==> config.mk <==
export PLATFORM = sky130hd
export DESIGN_NAME = wdsup_top
export DESIGN_NICKNAME = d
export VERILOG_FILES = /design/src/rtl/wdsup_pkg.sv /design/src/rtl/wdsup_period_dec.sv /design/src/rtl/wdsup_wd_counter.sv /design/src/rtl/wdsup_hold_timer.sv /design/src/rtl/wdsup_top.sv
export SDC_FILE = /design/constraint.sdc
export NUM_CORES = 1
export LEC_CHECK = 0
export ABC_AREA = 1
export BUFFER_PORTS_ARGS = -buffer_cell sky130_fd_sc_hd__clkbuf_2
export CORE_ASPECT_RATIO = 0.6
export CORE_MARGIN = 2
export CORE_UTILIZATION = 35
export CTS_BUF_LIST = sky130_fd_sc_hd__clkbuf_4
export CTS_CLUSTER_DIAMETER = 120
export CTS_CLUSTER_SIZE = 12
export DETAILED_ROUTE_END_ITERATION = 16
export PLACE_DENSITY = 0.51
export SYNTH_ARGS = -nofsm -noshare
export SYNTH_HDL_FRONTEND = slang
export SYNTH_SLANG_ARGS = --single-unit
==> constraint.sdc <==
create_clock -name clk -period 2.1 [get_ports clk]
set_clock_uncertainty 0.05 [all_clocks]
set_input_delay 0.315 -clock clk [delete_from_list [all_inputs] [get_ports clk]]
set_output_delay 0.315 -clock clk [all_outputs]
set_load 0.01 [all_outputs]
==> src/rtl/wdsup_pkg.sv <==
package wdsup_pkg;
  typedef enum logic [1:0] {
    SEL_LONG  = 2'b00,
    SEL_MID   = 2'b01,
    SEL_SHORT = 2'b10,
    SEL_OFF   = 2'b11
  } wd_sel_e;

  typedef enum logic [1:0] {
    ST_POR,
    ST_RUN,
    ST_PULSE,
    ST_LVHOLD
  } sup_state_e;
endpackage

==> src/rtl/wdsup_period_dec.sv <==
module wdsup_period_dec
  import wdsup_pkg::*;
#(
  parameter int T_SHORT = 25,
  parameter int T_MID   = 75,
  parameter int T_LONG  = 175,
  parameter int CNT_W   = 8
) (
  input  logic [1:0]       sel,
  output logic [CNT_W-1:0] limit,
  output logic             enable
);
  always_comb begin
    enable = 1'b1;
    unique case (wd_sel_e'(sel))
      SEL_LONG:  limit = CNT_W'(T_LONG);
      SEL_MID:   limit = CNT_W'(T_MID);
      SEL_SHORT: limit = CNT_W'(T_SHORT);
      default: begin
        limit  = CNT_W'(T_LONG);
        enable = 1'b0;
      end
    endcase
  end
endmodule

==> src/rtl/wdsup_wd_counter.sv <==
module wdsup_wd_counter #(
  parameter int CNT_W = 8
) (
  input  logic             clk,
  input  logic             arst_n,
  input  logic             tick,
  input  logic             run,
  input  logic             clr,
  input  logic             en,
  input  logic [CNT_W-1:0] limit,
  output logic [CNT_W-1:0] cnt,
  output logic             expire
);
  assign expire = run && !clr && en && tick && (cnt == limit - CNT_W'(1));

  always_ff @(posedge clk or negedge arst_n) begin
    if (!arst_n)
      cnt <= '0;
    else if (clr || expire)
      cnt <= '0;
    else if (run && en && tick)
      cnt <= cnt + CNT_W'(1);
  end
endmodule

==> src/rtl/wdsup_hold_timer.sv <==
module wdsup_hold_timer #(
  parameter int HOLD_W    = 5,
  parameter int RESET_VAL = 20
) (
  input  logic              clk,
  input  logic              arst_n,
  input  logic              tick,
  input  logic              active,
  input  logic              load,
  input  logic [HOLD_W-1:0] load_val,
  output logic              done
);
  logic [HOLD_W-1:0] cnt;

  assign done = active && !load && tick && (cnt <= HOLD_W'(1));

  always_ff @(posedge clk or negedge arst_n) begin
    if (!arst_n)
      cnt <= HOLD_W'(RESET_VAL);
    else if (load)
      cnt <= load_val;
    else if (active && tick && cnt != '0)
      cnt <= cnt - HOLD_W'(1);
  end
endmodule

==> src/rtl/wdsup_top.sv <==
module wdsup_top
  import wdsup_pkg::*;
#(
  parameter int T_SHORT     = 25,
  parameter int T_MID       = 75,
  parameter int T_LONG      = 175,
  parameter int POR_TICKS   = 20,
  parameter int PULSE_TICKS = 10,
  parameter int LV_TICKS    = 15
) (
  input  logic       clk,
  input  logic       arst_n,
  input  logic       tick,
  input  logic [1:0] wd_sel,
  input  logic       kick,
  input  logic       low_vdd,
  output logic       rst_out_n
);
  localparam int T_MAX    = (T_LONG > T_MID) ? ((T_LONG > T_SHORT) ? T_LONG : T_SHORT)
                                             : ((T_MID > T_SHORT) ? T_MID : T_SHORT);
  localparam int H_MAX1   = (POR_TICKS > PULSE_TICKS) ? POR_TICKS : PULSE_TICKS;
  localparam int HOLD_MAX = (H_MAX1 > LV_TICKS) ? H_MAX1 : LV_TICKS;
  localparam int CNT_W    = $clog2(T_MAX + 1);
  localparam int HOLD_W   = $clog2(HOLD_MAX + 1);

  sup_state_e        state_q, state_d;
  logic [1:0]        sel_q;
  logic [CNT_W-1:0]  limit;
  logic [CNT_W-1:0]  wd_cnt;
  logic              wd_en, expire, run, wd_clr, sel_chg;
  logic              hold_load, hold_done;
  logic [HOLD_W-1:0] hold_val;

  assign run       = (state_q == ST_RUN);
  assign sel_chg   = (wd_sel != sel_q);
  assign wd_clr    = kick || sel_chg || !run || low_vdd;
  assign rst_out_n = run;

  always_ff @(posedge clk or negedge arst_n) begin
    if (!arst_n) begin
      sel_q   <= SEL_LONG;
      state_q <= ST_POR;
    end else begin
      sel_q   <= wd_sel;
      state_q <= state_d;
    end
  end

  wdsup_period_dec #(
    .T_SHORT(T_SHORT), .T_MID(T_MID), .T_LONG(T_LONG), .CNT_W(CNT_W)
  ) u_dec (
    .sel(sel_q), .limit(limit), .enable(wd_en)
  );

  wdsup_wd_counter #(.CNT_W(CNT_W)) u_wd (
    .clk(clk), .arst_n(arst_n), .tick(tick), .run(run), .clr(wd_clr),
    .en(wd_en), .limit(limit), .cnt(wd_cnt), .expire(expire)
  );

  wdsup_hold_timer #(.HOLD_W(HOLD_W), .RESET_VAL(POR_TICKS)) u_hold (
    .clk(clk), .arst_n(arst_n), .tick(tick), .active(!run),
    .load(hold_load), .load_val(hold_val), .done(hold_done)
  );

  always_comb begin
    state_d   = state_q;
    hold_load = 1'b0;
    hold_val  = '0;
    if (low_vdd) begin
      state_d   = ST_LVHOLD;
      hold_load = 1'b1;
      hold_val  = HOLD_W'(LV_TICKS);
    end else if (run) begin
      if (expire) begin
        state_d   = ST_PULSE;
        hold_load = 1'b1;
        hold_val  = HOLD_W'(PULSE_TICKS);
      end
    end else if (hold_done) begin
      state_d = ST_RUN;
    end
  end
endmodule

Yosys cells after proc, flatten, opt, wreduce, memory -nomap -nowiden
Index checks and enable logic that the tools add are counted.

cells by class
  $add $sub $neg = 3
  multiply operators = 0
  div/mod/pow operators = 0
  $lt $le $gt $ge = 1
  equal/unequal tests = 6
  shifts and indexed selects = 0
  mux-type cells = 16
  bitwise operators = 0
  reduce and logical (&&, ||, !) cells = 25

operators with widths
  operator                                             number
  two-way mux 8 bit                                    2
  case mux 8 bit (2 select lines)                      1
  two-way mux 4 bit                                    3
  logical AND 1 bit                                    11
  two-way mux 5 bit                                    2
  adder 8 x 1 -> 8 bit, second input constant          1
  equality test 8 bit                                  1
  two-way mux 2 bit                                    4
  subtractor 8 x 1 -> 8 bit, second input constant     1
  <= comparator 5 x 1 -> 1 bit, second input constant  1
  nonzero test 5 bit                                   1
  subtractor 5 x 1 -> 5 bit, second input constant     1
  equality test 2 x 1 -> 1 bit, second input constant  2
  logical OR 1 bit                                     4
  two-way mux 1 bit                                    4
  nonzero test 2 bit                                   2
  logical NOT 1 bit                                    3
  != test 3 x 2 -> 1 bit, second input constant        1
  nonzero test 3 bit                                   1
  OR reduction 3 bit                                   1
  equality test 2 bit, second input constant           1
  logical NOT 2 bit                                    1
  != test 2 bit                                        1
  AND reduction 2 bit                                  1

storage, ports and cells
  flip-flop bits (word level) = 17
  bits in latches = 0
  RAM bits = 0
  bits in read-only memories = 0
  bits of input ports = 7
  logic and storage cells = 55
  memories = 0

Longest topological paths before layout
Gate-level depths: netlist (run 1).

  word-level depth = 19
  mapped depth = 11
  depth with buffers taken out = 11

By module
Synthesis (run 1) repeated with hierarchy kept, for this count alone.

second synthesis, totals
  cell total of the unflattened synthesis = 214
  area, all modules = 1,519.0 um2

by module, submodules not included
  module            times used  cells each  area each (um2)  seq. area each (um2)
  wdsup_wd_counter  1           118         817.0            200.2
  wdsup_hold_timer  1           52          391.6            127.6
  wdsup_top         1           31          211.5            100.1
  wdsup_period_dec  1           13          98.8             0.0

Worst setup path after synthesis (run 1)
No wires, ideal clock.

  kind = register to register
  from = register sel_q[0]
  to = register u_wd.cnt[3]
  data arrival time = 1,390 ps
  data required time = 1,924 ps
  setup slack = 534 ps
  cell stages (with the launch flop) = 11
  clock period less this slack = 1,566 ps
  cells stage by stage = dfrtp_1 -> inv_1 -> ha_1 -> nor2_1 -> nand2_1 -> nand2_1 -> nand3_4 -> nand2_4 -> nor2_1 -> nand2_1 -> o21ai_0

on the way
  longest elaborated chain between the ends = 11
  elaborated cells on any way between the ends = 22
  classes of those cells = 1 x add/sub; 4 x eq/ne; 3 x mux; 14 x reduce/logical

ends and longest elaborated chain
  element                                                             RTL line                source
  start, declared                                                     wdsup_top.sv:27         logic [1:0] sel_q;
  start signal, assigned                                              wdsup_top.sv:44         sel_q <= wd_sel;
  branches (longest 11 deep; another with subtractor 8 x 1 -> 8 bit)  -
  end signal, assigned                                                wdsup_wd_counter.sv:22  cnt <= cnt + CNT_W'(1);
  end, declared                                                       wdsup_wd_counter.sv:11  output logic [CNT_W-1:0] cnt,

Several ways; the timed one is not identified.
A chain may end at the register's enable or synchronous reset.

Final worst setup path (run 1)
Same ends and word-level chain as after synthesis.

==> qor.log, run 1 <==
[status] run status complete, no violations
[logic_synthesis] unique cell type count in the Yosys netlist 25
[hold_path] Min-Delay Path Depth 1
[clock_tree] worst-case clock buffer depth 2
[logic_synthesis] prevailing post-synth register cell sky130_fd_sc_hd__dfrtp_1
[global_route] overall routing resource usage 0.130
[drt] Detailed Route WL 2250 um
[drt] Pre-Repair DR Iteration Count 7
[clock_tree] CTS tree done
[drt] initial detailed-routing violation count 46
[die] floorplan core area 3220 um^2
[drt] average wire per cell in the routed design 11.7 um
[die] initial cell density of the core 0.361
[setup_path] startpoint types register
[logic_synthesis] most area-consuming cells after synthesis sky130_fd_sc_hd__dfrtp_1 (32%), sky130_fd_sc_hd__ha_1 (8.6%), sky130_fd_sc_hd__nand2_1 (7.4%), sky130_fd_sc_hd__nor2_1 (5.8%), sky130_fd_sc_hd__inv_1 (5.5%)
[sta] setup repair after global routing missed its margin no
[logic_synthesis] number of instances in the synthesized netlist 136
[logic_synthesis] number of synthesized flops with an enable pin 0
[logic_synthesis] Async S/R FF share, synth 1.00
[clock_tree] H-tree levels 1
[logic_synthesis] syn_area_per_cell 8.55 um^2
[clock_tree] number of setup buffers added after CTS 0
[cells_and_area] Layout Nets 164
[drt] via-per-instance ratio 4.58
[die] Row Count 16
[logic_synthesis] most repeated cell in the gate-level netlist after synthesis sky130_fd_sc_hd__nand2_1
[power] Power Dens Cells 457 nW/um^2
[placed_design] placed wire-length estimate after detailed placement 1780 um
[cells_and_area] post-layout utilization of the core 0.401
[die] Die X 78.4 um
[die] die boundary height 48.6 um
[hold_path] classification of the worst-slack hold path input port to register
[setup_path] Worst Reg2Reg Path Length in Cells 10
[die] total die area 3810 um^2
[global_route] maximum number of pins on one net before global-route repair 18
[power] Max VDD drop 0.260 mV
[power] leak pwr 0.583 nW
[sta] maximum frequency from static timing analysis 581 MHz
[clock_tree] Post-CTS Resized 0
[logic_synthesis] net count after synthesis 151
[setup_path] data arrival time of the worst path 1.86 ns
[setup_path] Worst EP required 2.23 ns
[global_route] GRT Residual Overflow 0
[setup_path] critical path endpoint category register
[job] count of max-cap constraint violations 0
[sta] Setup Total Neg Slack 0 ns
[logic_synthesis] dominant cell type by area after synthesis sky130_fd_sc_hd__dfrtp_1
[global_route] wire length of the first global-routing pass 3740 um
[logic_synthesis] count of warnings emitted by yosys 0
[drt] post-route DRC violation count 0
[global_route] initial antenna violation count 0
[cells_and_area] share of cells above drive strength 1 0.223
[logic_synthesis] register bit total from synthesis 17
[logic_synthesis] top cell types by occurrence after synthesis sky130_fd_sc_hd__nand2_1 (23), sky130_fd_sc_hd__nor2_1 (18), sky130_fd_sc_hd__inv_1 (17)
[clock_tree] insertion delay to the later sink of the worst-skew pair 0.29 ns
[clock_tree] total CTS buffers 3
[sta] slew margin rel. 0.698
[logic_synthesis] summed instance area of the synthesized netlist 1160 um^2
[logic_synthesis] fraction of the yosys area taken by sequential cells 0.368
[die] number of ports placed on the die boundary 8
[drt] number of nets with antenna violations after detailed routing 0
[sta] Period Utilization, post-route 0.820
[clock_tree] Sink Count 17
[setup_path] type of the setup path with the least slack register to register
[clock_tree] Worst-path clk slew 0.10 ns
[cells_and_area] post-synthesis to final-layout area growth 11.3%
[sta] total setup violations reported at the end of the flow 0
[sta] post-route minimum period 1.72 ns
[setup_path] crit path max fanout 6
[sta] number of max-slew violations in the final report 0
[placed_design] RePlAce Congestion 0.794
[cells_and_area] antenna diode count 0
[drt] DR vias 883
[logic_synthesis] Synth top area share 0.323
[clock_tree] buffer type at the clock tree root sky130_fd_sc_hd__clkbuf_4
[placed_design] number of buffers added on ports 7
[sta] Final Hold Fails 0
[global_route] via count of the first global-routing pass 764
[sta] pin slew with the least headroom to its limit 0.454 ns
[power breakdown]
part,switching (W),total [W],internal (W)
combinational,0.0000426,0.0000638,0.0000212
clock,0.000104,0.000191,0.0000869
sequential,0.00000485,0.000338,0.000333
total,0.000151,0.000592,0.000441
[kinds of logic (layout without fill, tap and decap cells)]
family                     count (synthesis)  after routing  synth area share
buffers and inverters                     21             33            0.0678
xor gates and xnor gates                   8              8            0.0603
AOI/OAI and AO/OA                         11             11            0.0635
DFF                                       17             17             0.368
and+or+nand+nor                           71             71             0.354
adders and majority gates                  8              8            0.0861
[worst max-delay path, cell delays in order (launching register included)]
cell                      delay, ns
sky130_fd_sc_hd__dfrtp_1       0.39
sky130_fd_sc_hd__inv_1         0.10
sky130_fd_sc_hd__ha_1          0.31
sky130_fd_sc_hd__nor2_1        0.10
sky130_fd_sc_hd__nand2_1       0.05
sky130_fd_sc_hd__nand2_1       0.17
sky130_fd_sc_hd__nand3_4       0.15
sky130_fd_sc_hd__nand2_4       0.12
sky130_fd_sc_hd__nor2_1        0.05
sky130_fd_sc_hd__nand2_1       0.05
sky130_fd_sc_hd__o21ai_0       0.07
[placed cells by master, fill, tap and decap left out, types with 3 or more instances in the layout]
cell type / n
sky130_fd_sc_hd__xor2_1: 5
sky130_fd_sc_hd__xnor2_1: 3
sky130_fd_sc_hd__clkbuf_2: 7
sky130_fd_sc_hd__o211ai_1: 4
sky130_fd_sc_hd__clkbuf_4: 4
sky130_fd_sc_hd__nand2_1: 23
sky130_fd_sc_hd__nand2_2: 3
sky130_fd_sc_hd__ha_1: 8
sky130_fd_sc_hd__inv_1: 17
sky130_fd_sc_hd__inv_2: 4
sky130_fd_sc_hd__dfrtp_1: 15
sky130_fd_sc_hd__nand3_1: 8
sky130_fd_sc_hd__nor2_4: 3
sky130_fd_sc_hd__nand4_1: 4
sky130_fd_sc_hd__nor2_1: 18
sky130_fd_sc_hd__o21ai_0: 4
sky130_fd_sc_hd__nor3_1: 3
[final timing paths]
kind | from | slack, ns | to
max reg2reg | sel_q[0]$_DFF_PN0_ | 0.38 | u_wd.cnt[3]$_DFFE_PN0P_
min reg2reg | state_q[0]$_DFFE_PN0P_ | 0.48 | state_q[0]$_DFFE_PN0P_
max | sel_q[0]$_DFF_PN0_ | 0.38 | u_wd.cnt[3]$_DFFE_PN0P_
max in group asynchronous | arst_n | 1.22 | u_hold.cnt[2]$_DFFE_PN1P_
min in group asynchronous | arst_n | 0.44 | u_wd.cnt[4]$_DFFE_PN0P_
min | wd_sel[1] | 0.11 | sel_q[1]$_DFF_PN0_
[metrics by stage]
stage | hold slack, ns | area [um^2] | setup slack [ns] | std cells | total power [W]
2_1_floorplan | -0.0306 | 1160 | 0.534 | 136 | 0.000383
4_1_cts | 0.0860 | 1290 | 0.387 | 193 | 0.000607
6_report | 0.107 | 1290 | 0.378 | 193 | 0.000592
3_5_place_dp | 0.235 | 1250 | 0.413 | 188 | 0.000407
3_3_place_gp | 0.231 | 1250 | 0.433 | 188 | 0.000405
5_1_grt | 0.0869 | 1290 | 0.223 | 193 | 0.000626
[area by class of cell]
type	count	area, um^2
Inverter	21	78.8
Fill cell	330	1930
Timing Repair Buffer	8	45.0
Tap cell	45	56.3
Multi-Input combinational cell	98	656
Clock buffer	4	30.0
Sequential cell	17	428
[flip-flops by register name, summed over array words and instances (netlist names)]
name	cells
u_wd.cnt	8
sel_q	2
u_hold.cnt	5
state_q	2
[repair_timing]
action / in CTS / in global routing
hold buffers: 1 / 0
hold endpoints to repair: 15 / 0
setup endpoints to repair: 0 / 0
[per-layer routing]
layer / vias up / share of wire / track usage / routed length, um
met4: 0 / 0.0067 / 0.0263 / 15
met2: 17 / 0.35 / 0.155 / 783
met3: 4 / 0.050 / 0.0522 / 113
li1: 461 / - / - / -
met5: - / 0 / 0 / 0
met1: 401 / 0.59 / 0.210 / 1340
(Power assumes the default switching activity.)
==> run 2, diff against run 1 <==
ABC_AREA = 0   (was 1)
clock period = 1.78 ns   (was 2.1 ns; I/O delays follow)
==> run 2 against run 1 <==
Compared with the run above:
- combinational power grew 39%
- synthesized cell count shrank 27%
- sequential share of layout area decreased by 0.44 points
- the flow now finishes with violations (setup timing)
- critical path type unchanged
- fmax decreased by 8.4%
==> qor.log, run 2 <==
[setup_path] Worst EP required 1.90 ns
[drt] Pre-Repair DR Iteration Count 4
[global_route] via count of the first global-routing pass 742
[sta] Final Hold Fails 0
[sta] Period Utilization, post-route 1.06
[cells_and_area] largest registers ranked by flip-flop count u_wd.cnt (8), u_hold.cnt (5)
[cells_and_area] post-layout utilization of the core 0.464
[sta] total setup violations reported at the end of the flow 8
[global_route] overall routing resource usage 0.146
[drt] initial detailed-routing violation count 27
[setup_path] type of the setup path with the least slack register to register
[setup_path] family with the most delay on the worst path simple AND/OR/NAND/NOR gates
[clock_tree] buffer type at the clock tree root sky130_fd_sc_hd__clkbuf_4
[placed_design] placed standard-cell area 1160 um^2
[global_route] maximum number of pins on one net before global-route repair 18
[cells_and_area] post-synthesis to final-layout area growth 27.7%
[power] Sw Share 0.242
[status] run status complete, but fails checks
[drt] number of nets with antenna violations after detailed routing 0
[power] sequential cell fraction of total power 0.565
[logic_synthesis] unique cell type count in the Yosys netlist 32
[cells_and_area] highest-count cells in the layout ignoring fill and taps sky130_fd_sc_hd__dfrtp_1 (14), sky130_fd_sc_hd__buf_4 (11), sky130_fd_sc_hd__nor2_1 (10)
[die] floorplan core area 2830 um^2
[power] leak pwr 0.560 nW
[global_route] initial antenna violation count 0
[logic_synthesis] net count after synthesis 114
[clock_tree] Sink Count 17
[logic_synthesis] number of instances in the synthesized netlist 99
[job] count of max-cap constraint violations 0
[logic_synthesis] register bit total from synthesis 17
[setup_path] startpoint types register
[power] Power Dens Cells 542 nW/um^2
[logic_synthesis] dominant cell type by area after synthesis sky130_fd_sc_hd__dfrtp_1
[power] Max VDD drop 0.362 mV
[logic_synthesis] Synth top area share 0.365
[global_route] wire length of the first global-routing pass 3570 um
[drt] average wire per cell in the routed design 13.9 um
[logic_synthesis] count of warnings emitted by yosys 0
[drt] DR vias 813
[logic_synthesis] top cell types by occurrence after synthesis sky130_fd_sc_hd__dfrtp_1 (15), sky130_fd_sc_hd__nor2_1 (14), sky130_fd_sc_hd__ha_1 (8), sky130_fd_sc_hd__xor2_1 (8), sky130_fd_sc_hd__inv_1 (6)
[logic_synthesis] most repeated cell in the gate-level netlist after synthesis sky130_fd_sc_hd__dfrtp_1
[setup_path] crit path max fanout 6
[logic_synthesis] syn_area_per_cell 10.4 um^2
[global_route] GRT Residual Overflow 0
[sta] number of max-slew violations in the final report 0
[die] total die area 3410 um^2
[logic_synthesis] most area-consuming cells after synthesis sky130_fd_sc_hd__dfrtp_1 (36%), sky130_fd_sc_hd__ha_1 (9.7%), sky130_fd_sc_hd__xor2_1 (6.8%), sky130_fd_sc_hd__dfstp_2 (5.1%), sky130_fd_sc_hd__nor2_1 (5.1%)
[clock_tree] Worst-path clk slew 0.10 ns
[placed_design] placed wire-length estimate after detailed placement 1660 um
[clock_tree] insertion delay to the later sink of the worst-skew pair 0.29 ns
[logic_synthesis] fraction of the yosys area taken by sequential cells 0.416
[cells_and_area] share of cells above drive strength 1 0.347
[die] number of ports placed on the die boundary 8
[cells_and_area] leading cell type in the layout, fill and taps excluded sky130_fd_sc_hd__dfrtp_1
[power] net switching power 0.000173 W
[drt] via-per-instance ratio 4.99
[cells_and_area] number of flip-flops under the largest register name 8
[sta] pin slew with the least headroom to its limit 0.435 ns
[placed_design] Place WS -0.0907 ns
[setup_path] critical path endpoint category register
[drt] post-route DRC violation count 0
[setup_path] critical path buffer and inverter count 2
[hold_path] classification of the worst-slack hold path input port to register
[sta] maximum frequency from static timing analysis 532 MHz
[clock_tree] H-tree levels 1
[setup_path] peak per-stage delay on the critical path 0.46 ns
[clock_tree] worst-case clock buffer depth 2
[cells_and_area] cell area after layout 1320 um^2
[logic_synthesis] number of synthesized flops with an enable pin 0
[power] clock network fraction of design power 0.310
[power] combinational share of power 0.125
[die] initial cell density of the core 0.363
[placed_design] RePlAce Congestion 0.789
[logic_synthesis] prevailing post-synth register cell sky130_fd_sc_hd__dfrtp_1
[setup_path] Slowest cell on crit path sky130_fd_sc_hd__dfrtp_2
[placed_design] number of buffers added on ports 7
[die] Die X 74.0 um
[sta] setup repair after global routing missed its margin yes
[sta] slew margin rel. 0.710
[cells_and_area] largest register by flop count u_wd.cnt
[drt] Detailed Route WL 2260 um
[die] die boundary height 46.0 um
[clock_tree] CTS tree done
[clock_tree] total CTS buffers 3
[status] violated checks setup timing
[logic_synthesis] Async S/R FF share, synth 1.00
[cells_and_area] Layout Nets 137
[sta] crit path setup slack, layout -0.0996 ns
[setup_path] ordered cell list for the critical path buf_6, xor2_2, or4_4, nor4b_4, buf_6, a21oi_2
[power] cell-internal power 0.000540 W
[sta] post-route minimum period 1.88 ns
[logic_synthesis] summed instance area of the synthesized netlist 1030 um^2
[cells_and_area] antenna diode count 0
[setup_path] most used cell along the critical path sky130_fd_sc_hd__buf_6
[die] Row Count 15
[setup_path] data arrival time of the worst path 2.00 ns
run 2: changes by cell type in the layout (fill, tap and decap cells not counted), sizes merged, moves of 4 or more:
| cell | before | now |
|---|---|---|
| o21ai | 4 | 0 |
| nor2 | 23 | 14 |
| nand3 | 11 | 4 |
| buf | 0 | 13 |
| nand2 | 28 | 2 |
| inv | 21 | 6 |
run 2: cell families after synthesis:
kind of cell             synth area share
AND/OR/NAND/NOR                     0.230
flip-flops                          0.416
multiplexers                       0.0292
AO/OA/AOI/OAI                      0.0778
XOR/XNOR                            0.111
adder cells (fa/ha/maj)            0.0972
buffers and inverters              0.0401
run 2: path summary, 6_finish.rpt:
| check | from | endpoint | slack (ns) | depth (start not counted) |
|---|---|---|---|---|
| worst max register to register | sel_q[1]$_DFF_PN0_ | state_q[0]$_DFFE_PN0P_ | -0.1 | 6 |
| max in group asynchronous | arst_n | u_hold.cnt[4]$_DFFE_PN1P_ | 0.95 | 2 |
| worst max-delay path | sel_q[1]$_DFF_PN0_ | state_q[0]$_DFFE_PN0P_ | -0.1 | 6 |
| min in group asynchronous | arst_n | u_hold.cnt[0]$_DFFE_PN0P_ | 0.39 | 2 |
| worst min register to register | u_hold.cnt[1]$_DFFE_PN0P_ | u_hold.cnt[1]$_DFFE_PN0P_ | 0.50 | 1 |
| worst min-delay path | wd_sel[0] | sel_q[0]$_DFF_PN0_ | 0.06 | 1 |
run 2: repair_timing:
action	in CTS	in global routing
resized for setup	3	16
pin swaps	5	11
endpoints found under the hold margin	15	0
setup endpoints to repair	8	15
buffers inserted	4	1
hold buffers	1	0
run 2: through the flow:
stage,setup TNS (ns),cells,hold slack (ns),power (W)
final,-0.559,163,0.0586,0.000712
after global routing,-1.87,163,0.0380,0.000753
after CTS,-0.231,162,0.0507,0.000716
after detailed placement,-0.515,153,0.178,0.000488
after global placement,-0.0368,153,0.175,0.000487
after floorplan,0,99,-0.0786,0.000450
run 2: final cells by class:
cell class	instances	area (um^2)
flip-flops and latches	17	429
fillers	264	1520
well taps	42	52.6
repair buffers	21	150
multi-input cells	73	631
clock buffers	4	30.0
inverters	6	22.5
run 2: worst reg2reg max path, stage by stage (launching register included):
cell,delay [ns]
sky130_fd_sc_hd__dfrtp_2,0.46
sky130_fd_sc_hd__buf_6,0.13
sky130_fd_sc_hd__xor2_2,0.14
sky130_fd_sc_hd__or4_4,0.44
sky130_fd_sc_hd__nor4b_4,0.33
sky130_fd_sc_hd__buf_6,0.17
sky130_fd_sc_hd__a21oi_2,0.04
run 2: per-layer routing:
metal	part of all wire	GRT usage	routed length, um
met3	0.050	0.0465	112
met1	0.54	0.230	1220
met2	0.40	0.189	911
met4	0.0053	0.0327	12
met5	0	0	0
run 2: power by group through the flow:
stage | combinational [W] | sequential (W) | clock [W]
2_1_floorplan | 0.0000422 | 0.000408 | 0
3_3_place_gp | 0.0000779 | 0.000409 | 0
3_5_place_dp | 0.0000779 | 0.000410 | 0
4_1_cts | 0.0000839 | 0.000402 | 0.000230
5_1_grt | 0.0000990 | 0.000404 | 0.000250
6_report | 0.0000890 | 0.000403 | 0.000221
==> run 3, diff against run 2 <==
--- a/config.mk
+++ b/config.mk
@@ -15,5 +15,6 @@
 export CTS_CLUSTER_SIZE = 12
 export DETAILED_ROUTE_END_ITERATION = 16
-export PLACE_DENSITY = 0.51
+export PLACE_DENSITY = 0.47
+export SETUP_SLACK_MARGIN = 0.15
 export SYNTH_ARGS = -nofsm -noshare
 export SYNTH_HDL_FRONTEND = slang
==> constraint.sdc (replaced) <==
create_clock -name clk -period 1.78 [get_ports clk]
set_clock_uncertainty 0.05 [all_clocks]
set_input_delay 0.534 -clock clk [delete_from_list [all_inputs] [get_ports clk]]
set_output_delay 0.534 -clock clk [all_outputs]
set_load 0.01 [all_outputs]
==> run 3 against run 2 <==
Compared with the run above:
- first-iteration DRC count rose by 11%
- clock power rose by 4%
- combinational power rose by 22%
- hold slack improved by 0.046 ns
- non-clock buffer count rose by 7
- flip-flop and latch count did not move
- the flow still finishes with violations (setup timing)
- final cell count rose by 4.3%
- largest cell class unchanged
- sequential share of layout area fell by 2.0 points
- critical path depth did not move
- via count rose by 1.8%
- fmax rose by 4.5%
- utilization rose by 3.1 points
==> qor.log, run 3 (synthesis gave the netlist of run 2 again) <==
[status] run status complete, but fails checks
[status] violated checks setup timing
[sta] crit path setup slack, layout -0.0181 ns
[global_route] maximum number of pins on one net before global-route repair 18
[clock_tree] insertion delay to the later sink of the worst-skew pair 0.29 ns
[power] leak pwr 0.603 nW
[die] die boundary height 46.0 um
[setup_path] Slowest cell on crit path sky130_fd_sc_hd__dfrtp_2
[global_route] GRT Residual Overflow 0
[drt] via-per-instance ratio 4.87
[sta] number of max-slew violations in the final report 0
[sta] maximum frequency from static timing analysis 556 MHz
[drt] number of nets with antenna violations after detailed routing 0
[die] Die X 74.0 um
[cells_and_area] number of flip-flops under the largest register name 8
[setup_path] data arrival time of the worst path 1.99 ns
[clock_tree] hold bufs inserted after CTS 0
[die] Row Count 15
[sta] slew margin rel. 0.708
[placed_design] placed wire-length estimate after detailed placement 1830 um
[drt] initial detailed-routing violation count 30
[global_route] wire length of the first global-routing pass 4130 um
[drt] Detailed Route WL 2460 um
[cells_and_area] leading cell type in the layout, fill and taps excluded sky130_fd_sc_hd__buf_4
[cells_and_area] Layout Nets 144
[global_route] via count of the first global-routing pass 813
[clock_tree] Worst-path clk slew 0.11 ns
[die] initial cell density of the core 0.363
[setup_path] peak per-stage delay on the critical path 0.48 ns
[setup_path] type of the setup path with the least slack register to register
[setup_path] startpoint types register
[placed_design] number of buffers added on ports 7
[clock_tree] total CTS buffers 3
[setup_path] Worst EP required 1.97 ns
[die] number of ports placed on the die boundary 8
[clock_tree] CTS tree done
[cells_and_area] post-layout utilization of the core 0.495
[drt] DR vias 828
[clock_tree] worst-case clock buffer depth 2
[setup_path] ordered cell list for the critical path ha_4, nor4bb_4, nand4_1, nor4b_4, buf_6, a2111o_1
[global_route] overall routing resource usage 0.173
[sta] setup repair after global routing missed its margin yes
[drt] average wire per cell in the routed design 14.5 um
[sta] total setup violations reported at the end of the flow 4
[setup_path] crit path max fanout 7
[die] total die area 3410 um^2
[sta] Setup Total Neg Slack -0.0518 ns
[hold_path] classification of the worst-slack hold path input port to async pin
[die] floorplan core area 2830 um^2
[cells_and_area] post-synthesis to final-layout area growth 36.3%
[setup_path] critical path endpoint category register
[cells_and_area] highest-count cells in the layout ignoring fill and taps sky130_fd_sc_hd__buf_4 (17), sky130_fd_sc_hd__dfrtp_1 (13), sky130_fd_sc_hd__xor2_1 (8), sky130_fd_sc_hd__nor2_1 (8)
[cells_and_area] largest registers ranked by flip-flop count u_wd.cnt (8), u_hold.cnt (5)
[clock_tree] Sink Count 17
[cells_and_area] antenna diode count 0
[placed_design] RePlAce Congestion 0.757
[sta] post-route minimum period 1.80 ns
[sta] Period Utilization, post-route 1.01
[job] count of max-cap constraint violations 0
[clock_tree] H-tree levels 1
[clock_tree] buffer type at the clock tree root sky130_fd_sc_hd__clkbuf_4
[sta] Final Hold Fails 0
[power] Power Dens Cells 528 nW/um^2
[power] Max VDD drop 0.261 mV
[global_route] initial antenna violation count 0
[placed_design] Place WS -0.130 ns
[cells_and_area] largest register by flop count u_wd.cnt
[sta] tightest hold margin 0.105 ns
[sta] pin slew with the least headroom to its limit 0.437 ns
[drt] post-route DRC violation count 0
[drt] Pre-Repair DR Iteration Count 4
[cells_and_area] share of cells above drive strength 1 0.445
## run 3: cell count changes in the layout (fill, tap and decap cells not counted), moves of 3 or more
cell,previous run,this run
sky130_fd_sc_hd__buf_4,11,17
sky130_fd_sc_hd__xor2_1,5,8
sky130_fd_sc_hd__nor2_2,2,6
sky130_fd_sc_hd__buf_6,2,5
sky130_fd_sc_hd__ha_4,0,3
sky130_fd_sc_hd__ha_1,7,4
sky130_fd_sc_hd__xor2_2,3,0
## run 3: what timing repair did
| action | CTS | global route |
|---|---|---|
| resized for setup | 20 | 8 |
| setup endpoints to repair | 16 | 16 |
| pin swaps | 3 | 2 |
| buffers inserted | 3 | 0 |
## run 3: layer usage
metal	wire length, um	track usage	share of wire	up-vias
li1	-	-	-	413
met1	1390	0.260	0.56	397
met2	934	0.232	0.38	14
met3	106	0.0531	0.043	4
met4	29	0.0545	0.012	0
met5	0	0	0	-
## run 3: worst paths after layout
| check | from | end | slack, ns | depth (start not counted) |
|---|---|---|---|---|
| max | sel_q[1]$_DFF_PN0_ | u_hold.cnt[1]$_DFFE_PN0P_ | -0.02 | 6 |
| min | arst_n | u_wd.cnt[7]$_DFFE_PN0P_ | 0.10 | 1 |
| max reg2reg | sel_q[1]$_DFF_PN0_ | u_hold.cnt[1]$_DFFE_PN0P_ | -0.02 | 6 |
| min reg2reg | u_hold.cnt[4]$_DFFE_PN1P_ | u_hold.cnt[4]$_DFFE_PN1P_ | 0.53 | 2 |
| max in group asynchronous | arst_n | u_hold.cnt[4]$_DFFE_PN1P_ | 1.23 | 1 |
| min in group clk | wd_sel[0] | sel_q[0]$_DFF_PN0_ | 0.31 | 1 |
## run 3: layout make-up
type                    count  area [um^2]
fillers                   259         1430
multi-input cells          73          654
flip-flops and latches     17          430
repair buffers             28          214
well taps                  42         52.6
clock buffers               4         30.0
inverters                   6         22.5
## run 3: critical path: cells and delay by family, from the launching register on
kind,cells,cell delay [ns]
flops,1,0.48
simple gates,3,0.74
fa+ha+maj,1,0.19
compound gates,1,0.11
buf+inv,1,0.17
## run 3: report_power, final
group	total, W	switching [W]	internal (W)
registers	0.000403	0.00000872	0.000395
logic	0.000109	0.0000524	0.0000561
clock network	0.000230	0.000127	0.000102
total	0.000741	0.000188	0.000553
## run 3: per-stage QoR
| step | power (W) | cells | cell area, um^2 |
|---|---|---|---|
| finish | 0.000741 | 170 | 1400 |
| global route | 0.000789 | 170 | 1400 |
| CTS | 0.000751 | 170 | 1370 |
| detailed placement | 0.000504 | 163 | 1240 |
| global placement | 0.000501 | 163 | 1240 |
| floorplan | 0.000452 | 99 | 1040 |
